===== config.mk =====
export PLATFORM = sky130hd
export DESIGN_NAME = opaddr_decoder
export DESIGN_NICKNAME = d
export VERILOG_FILES = /design/src/rtl/opaddr_pkg.sv /design/src/rtl/opaddr_ctrl.sv /design/src/rtl/opaddr_dpath.sv /design/src/rtl/opaddr_decoder.sv
export SDC_FILE = /design/constraint.sdc
export NUM_CORES = 1
export LEC_CHECK = 0
export ABC_AREA = 1
export BUFFER_PORTS_ARGS = -buffer_cell sky130_fd_sc_hd__buf_2
export CORE_MARGIN = 1
export CORE_UTILIZATION = 35
export DETAILED_ROUTE_END_ITERATION = 10
export HOLD_SLACK_MARGIN = 0.1
export PLACE_DENSITY = 0.64
export SYNTH_ARGS = -nofsm -noshare
export SYNTH_HDL_FRONTEND = slang
export SYNTH_SLANG_ARGS = --single-unit

===== constraint.sdc =====
create_clock -name clk -period 2.3 [get_ports clk]
set_input_delay 0.23 -clock clk [delete_from_list [all_inputs] [get_ports clk]]
set_output_delay 0.23 -clock clk [all_outputs]
set_load 0.1 [all_outputs]

===== src/rtl/opaddr_pkg.sv =====
package opaddr_pkg;

  typedef enum logic [2:0] {
    KIND_REG       = 3'd0,
    KIND_INDEXED   = 3'd1,
    KIND_INDIRECT  = 3'd2,
    KIND_AUTOINC   = 3'd3,
    KIND_IMMEDIATE = 3'd4,
    KIND_ABSOLUTE  = 3'd5,
    KIND_CONST     = 3'd6
  } opKind_e;

  // Strobes from the field control to the decode datapath
  typedef struct packed {
    logic       take;
    logic       srcIsPc;
    logic       srcIsSr;
    logic       srcIsCg;
    logic       dstIndexed;
    logic       dstIsSr;
    logic       byteOp;
    logic [1:0] srcMode;
  } decStrobes_t;

endpackage


===== src/rtl/opaddr_ctrl.sv =====
module opaddr_ctrl
  import opaddr_pkg::*;
#(
  parameter int INSTR_W = 16,
  parameter int REG_W   = 4,
  parameter int PC_IDX  = 0,
  parameter int SR_IDX  = 2,
  parameter int CG_IDX  = 3
) (
  input  logic               inValid,
  input  logic [INSTR_W-1:0] instrWord,
  output decStrobes_t        strobes
);
  // Field positions, fixed by the instruction format
  localparam int DST_REG_LSB  = 0;
  localparam int SRC_MODE_LSB = DST_REG_LSB + REG_W;
  localparam int BYTE_POS     = SRC_MODE_LSB + 2;
  localparam int DST_MODE_POS = BYTE_POS + 1;
  localparam int SRC_REG_LSB  = DST_MODE_POS + 1;

  logic [REG_W-1:0] srcReg;
  logic [REG_W-1:0] dstReg;

  always_comb begin
    srcReg = instrWord[SRC_REG_LSB +: REG_W];
    dstReg = instrWord[DST_REG_LSB +: REG_W];
    strobes.take       = inValid;
    strobes.srcIsPc    = (srcReg == REG_W'(PC_IDX));
    strobes.srcIsSr    = (srcReg == REG_W'(SR_IDX));
    strobes.srcIsCg    = (srcReg == REG_W'(CG_IDX));
    strobes.dstIndexed = instrWord[DST_MODE_POS];
    strobes.dstIsSr    = (dstReg == REG_W'(SR_IDX));
    strobes.byteOp     = instrWord[BYTE_POS];
    strobes.srcMode    = instrWord[SRC_MODE_LSB +: 2];
  end
endmodule


===== src/rtl/opaddr_dpath.sv =====
module opaddr_dpath
  import opaddr_pkg::*;
#(
  parameter int DATA_W    = 16,
  parameter int STEP_W    = 2,
  parameter int WORD_STEP = 2,
  parameter int BYTE_STEP = 1
) (
  input  logic              clk,
  input  logic              rstN,
  input  decStrobes_t       strobes,
  output logic              outValid,
  output opKind_e           srcKind,
  output logic [DATA_W-1:0] srcConst,
  output logic [STEP_W-1:0] srcStep,
  output logic              srcWords,
  output opKind_e           dstKind,
  output logic              dstWords,
  output logic [1:0]        extraWords
);
  localparam logic [DATA_W-1:0] CONST_FOUR  = DATA_W'(4);
  localparam logic [DATA_W-1:0] CONST_EIGHT = DATA_W'(8);

  opKind_e           nSrcKind;
  opKind_e           nDstKind;
  logic [DATA_W-1:0] nConst;
  logic [STEP_W-1:0] nStep;
  logic              nSrcWords;
  logic              nDstWords;

  // Source kind selection
  always_comb begin
    nSrcKind = KIND_REG;
    if (strobes.srcIsCg) begin
      nSrcKind = KIND_CONST;
    end else if (strobes.srcIsSr) begin
      unique case (strobes.srcMode)
        2'b00:   nSrcKind = KIND_REG;
        2'b01:   nSrcKind = KIND_ABSOLUTE;
        default: nSrcKind = KIND_CONST;
      endcase
    end else begin
      unique case (strobes.srcMode)
        2'b00:   nSrcKind = KIND_REG;
        2'b01:   nSrcKind = KIND_INDEXED;
        2'b10:   nSrcKind = KIND_INDIRECT;
        default: nSrcKind = strobes.srcIsPc ? KIND_IMMEDIATE : KIND_AUTOINC;
      endcase
    end
  end

  // Constant generator
  always_comb begin
    nConst = '0;
    if (strobes.srcIsCg) begin
      unique case (strobes.srcMode)
        2'b00:   nConst = '0;
        2'b01:   nConst = DATA_W'(1);
        2'b10:   nConst = DATA_W'(2);
        default: nConst = '1;
      endcase
    end else if (strobes.srcIsSr && strobes.srcMode[1]) begin
      nConst = strobes.srcMode[0] ? CONST_EIGHT : CONST_FOUR;
    end
  end

  // Step and extra-word generation
  always_comb begin
    nStep = '0;
    if (nSrcKind == KIND_IMMEDIATE)
      nStep = STEP_W'(WORD_STEP);
    else if (nSrcKind == KIND_AUTOINC)
      nStep = strobes.byteOp ? STEP_W'(BYTE_STEP) : STEP_W'(WORD_STEP);
    nSrcWords = (nSrcKind == KIND_INDEXED) || (nSrcKind == KIND_ABSOLUTE) ||
                (nSrcKind == KIND_IMMEDIATE);
    nDstWords = strobes.dstIndexed;
    if (!strobes.dstIndexed)
      nDstKind = KIND_REG;
    else if (strobes.dstIsSr)
      nDstKind = KIND_ABSOLUTE;
    else
      nDstKind = KIND_INDEXED;
  end

  always_ff @(posedge clk) begin
    if (!rstN) begin
      outValid   <= 1'b0;
      srcKind    <= KIND_REG;
      srcConst   <= '0;
      srcStep    <= '0;
      srcWords   <= 1'b0;
      dstKind    <= KIND_REG;
      dstWords   <= 1'b0;
      extraWords <= 2'd0;
    end else begin
      outValid <= strobes.take;
      if (strobes.take) begin
        srcKind    <= nSrcKind;
        srcConst   <= nConst;
        srcStep    <= nStep;
        srcWords   <= nSrcWords;
        dstKind    <= nDstKind;
        dstWords   <= nDstWords;
        extraWords <= {1'b0, nSrcWords} + {1'b0, nDstWords};
      end
    end
  end

  AST_PC_AUTOINC_IMM: assert property (@(posedge clk) disable iff (!rstN)
    (strobes.take && strobes.srcIsPc && strobes.srcMode == 2'b11)
      |=> (srcKind == KIND_IMMEDIATE && srcWords && srcStep == STEP_W'(WORD_STEP)));
  AST_SR_INDEX_ABS: assert property (@(posedge clk) disable iff (!rstN)
    (strobes.take && strobes.srcIsSr && strobes.srcMode == 2'b01)
      |=> (srcKind == KIND_ABSOLUTE && srcWords));
  AST_CONST_NO_WORD: assert property (@(posedge clk) disable iff (!rstN)
    (outValid && srcKind == KIND_CONST) |-> (!srcWords && srcStep == '0));
  AST_STEP_KIND: assert property (@(posedge clk) disable iff (!rstN)
    (outValid && srcKind != KIND_AUTOINC && srcKind != KIND_IMMEDIATE)
      |-> (srcStep == '0));
  AST_DST_NO_INDIRECT: assert property (@(posedge clk) disable iff (!rstN)
    outValid |-> (dstKind == KIND_REG || dstKind == KIND_INDEXED ||
                  dstKind == KIND_ABSOLUTE));
  AST_EXTRA_LIMIT: assert property (@(posedge clk) disable iff (!rstN)
    outValid |-> (extraWords <= 2'd2));
  AST_HOLD_IDLE: assert property (@(posedge clk) disable iff (!rstN)
    !strobes.take |=> ($stable(srcKind) && $stable(srcConst) && $stable(dstKind) &&
                       !outValid));
endmodule


===== src/rtl/opaddr_decoder.sv =====
module opaddr_decoder
  import opaddr_pkg::*;
#(
  parameter int INSTR_W = 16,
  parameter int REG_W   = 4,
  parameter int DATA_W  = 16,
  parameter int STEP_W  = 2
) (
  input  logic               clk,
  input  logic               rstN,
  input  logic               inValid,
  input  logic [INSTR_W-1:0] instrWord,
  output logic               outValid,
  output logic [2:0]         srcKind,
  output logic [DATA_W-1:0]  srcConst,
  output logic [STEP_W-1:0]  srcStep,
  output logic               srcWords,
  output logic [2:0]         dstKind,
  output logic               dstWords,
  output logic [1:0]         extraWords
);
  decStrobes_t strobes;
  opKind_e     srcKindE;
  opKind_e     dstKindE;

  opaddr_ctrl #(
    .INSTR_W(INSTR_W),
    .REG_W  (REG_W)
  ) u_ctrl (
    .inValid  (inValid),
    .instrWord(instrWord),
    .strobes  (strobes)
  );

  opaddr_dpath #(
    .DATA_W(DATA_W),
    .STEP_W(STEP_W)
  ) u_dpath (
    .clk       (clk),
    .rstN      (rstN),
    .strobes   (strobes),
    .outValid  (outValid),
    .srcKind   (srcKindE),
    .srcConst  (srcConst),
    .srcStep   (srcStep),
    .srcWords  (srcWords),
    .dstKind   (dstKindE),
    .dstWords  (dstWords),
    .extraWords(extraWords)
  );

  assign srcKind = srcKindE;
  assign dstKind = dstKindE;
endmodule


==> out/results.ini <==
[layout]
antenna_cells = 0
drive_gt1_share_pct = 33.8
fin_area_mm2 = 0.00100
area_delta_synth_final_pct = 20.8
layout_commonest_cell = buf_2
final_cell_mix = 42 x buf_2, 25 x nand2_1, 17 x nor2_1, 16 x dfxtp_1, 10 x inv_1
final_nets = 169
fin_cells = 176

[route]
drt-vias-per-instance = 4.54
vias = 799
ant_nets = 0
avgRoutedWirePerCell_um = 9.11
drcViolationCount = 0
firstDrtPassIters = 4
finalWirelength_mm = 1.60
first_iter_violations = 19

[global_routing]
grt_pass1_vias = 671
antenna_found_initial = 0
grt.overflow.total = 0
grt_pass1_wl_mm = 2.73
globalRouteTotalUtil_pct = 14.1
grt_start_max_net_pins = 17

[critical_path]
cp_num_buf_inv = 1
path_cells = buf_2
start_kind = register
crit_fanout = 13
critPathTopFamily = flip-flops
worstPathRequired_ns = 2.07
crit_slowest_cell = dfxtp_1
worst_setup_path_end_kind = primary output
arrival_ns = 1.27
crit_type = reg -> out
cp_slowest_stage_delay_ns = 0.49

[synthesis]
avgSynthCellArea_um2 = 7.02
synthesis.area_um2 = 828
ys_warn_count = 0
ys_types = 20
synth_seq_cells = 16
yosysSeqAreaShare_pct = 38.7
synth_fp_nets = 138
syn_inst = 118

[timing]
setup_slack_ns = 0.803
fin_skew_ns = 0
setup_violations = 0
layout_worst_path_cycle_share_pct = 65.1
min_period_ns = 1.50
rsz0062_at_grt = no
hold_viol = 0
setup_tns_ns = 0
timing.fmax_mhz = 668
maxSlewViolCount = 0

[floorplanning]
ios = 48
dieArea_mm2 = 0.00256
die_h_um = 50.6
die_width_um = 50.6
rows = 17
core_mm2 = 0.00221
initial_core_util_pct = 37.4

[clock_network]
insertion_delay_ns = 0.29
hold_buffers = 0
ctsResizeCount = 0
h-tree-depth = 1
clockBufferDepth = 2
clock-sinks = 16
post_cts_buffers = 0
cts.clk_slew.worst_paths_ns = 0.10
cts_tree = built
cts_root_buffer = clkbuf_4
cts_buffers = 3

[power_and_ir_drop]
pwr-share-clk_pct = 27.6
comb_power_share_pct = 28.1
switchingPower_uw = 245
sw_frac_of_total_pct = 36.9
cellPowerDensity_mw_per_mm2 = 663
p_seq_share_pct = 44.3
ir_worst_vdd_v = 0.000440
leakagePower_uw = 0.000566
p_int_uw = 418

[placed_design]
hpwl_mm = 1.25
gp_congestion = 0.799
post-place-ws_ns = 0.781
numPortBuffers = 42
dp.cells = 172
placed_area_um2 = 965

[outcome]
status = complete, no violations

[job]
maxCapViolCount = 0

[min_path]
hold_path_class = in -> reg

[sequential cells by signal (all words and copies together) (netlist names)]
signal,cells
u_dpath.srcConst,5
u_dpath.srcKind,3
u_dpath.dstKind,2
u_dpath.extraWords,2
u_dpath.srcStep,2
u_dpath.outValid,1
u_dpath.srcWords,1
[cell type report]
cell class	instances	area, um^2
inverter	11	42.5
multi-input combinational	75	357
timing repair buffer	42	210
sequential	16	320
clock buffer	4	36.3
fill	241	1210
tap	28	35.0
[kinds of logic after synthesis]
family	count (synthesis)	share of synthesized area [%]
AND/OR/NAND/NOR	55	29.5
adder cells (fa/ha/maj)	1	1.51
buffers and inverters	27	18.3
flip-flops	16	38.7
AO/OA/AOI/OAI	18	11.6
other	1	0.453
[path summary, 6_finish.rpt]
kind	startpoint	endpoint	slack, ns	cells past startpoint
min reg2reg	u_dpath.dstKind[2]	u_dpath.dstKind[2]	0.47	2
max reg2reg	u_dpath.srcConst[14]	u_dpath.srcConst[14]	1.53	2
min	instrWord[2]	u_dpath.dstKind[2]	0.21	4
max	u_dpath.srcConst[14]	srcConst[6]	0.80	1
[power by group through the flow]
| stage | combinational [uW] | clock (uW) | sequential (uW) |
|---|---|---|---|
| floorplan | 66.5 | 0 | 387 |
| global placement | 186 | 0 | 300 |
| detailed placement | 187 | 0 | 301 |
| CTS | 187 | 187 | 294 |
| global route | 198 | 199 | 296 |
| finish | 186 | 183 | 294 |
[cell usage after synthesis]
library cell	instances	area share (%)
a21oi_1	9	5.4
a32oi_1	1	1.1
buf_4	13	12
clkbuf_1	3	1.4
clkinv_2	1	0.60
conb_1	1	0.45
dfxtp_1	16	39
ha_1	1	1.5
inv_1	10	4.5
nand2_1	25	11
nand2_2	1	0.76
nand3_1	7	4.2
nand3_4	1	2.1
nor2_1	17	7.7
nor2_4	1	1.4
nor3_1	2	1.2
nor4_1	1	0.76
o211ai_1	1	0.91
o21ai_0	6	3.6
o21ai_1	1	0.60
[stage by stage]
stage | power, uW | util (%) | hold slack [ns]
3_5_place_dp | 487 | 43.6 | 0.459
4_1_cts | 669 | 45.2 | 0.208
5_1_grt | 693 | 45.2 | 0.229
6_report | 664 | 45.2 | 0.211
2_1_floorplan | 454 | - | 0.342
3_3_place_gp | 486 | 43.6 | 0.454
[per-layer routing]
| metal | up-vias | share of wire (%) | wire, um | track usage [%] |
|---|---|---|---|---|
| met5 | - | 0 | 0 | 0 |
| met2 | 27 | 49 | 783 | 23.3 |
| li1 | 424 | - | - | - |
| met1 | 346 | 45 | 719 | 16.3 |
| met3 | 2 | 5.2 | 83 | 3.94 |
| met4 | 0 | 1.1 | 17 | 7.41 |
(Power assumes the default switching activity.)
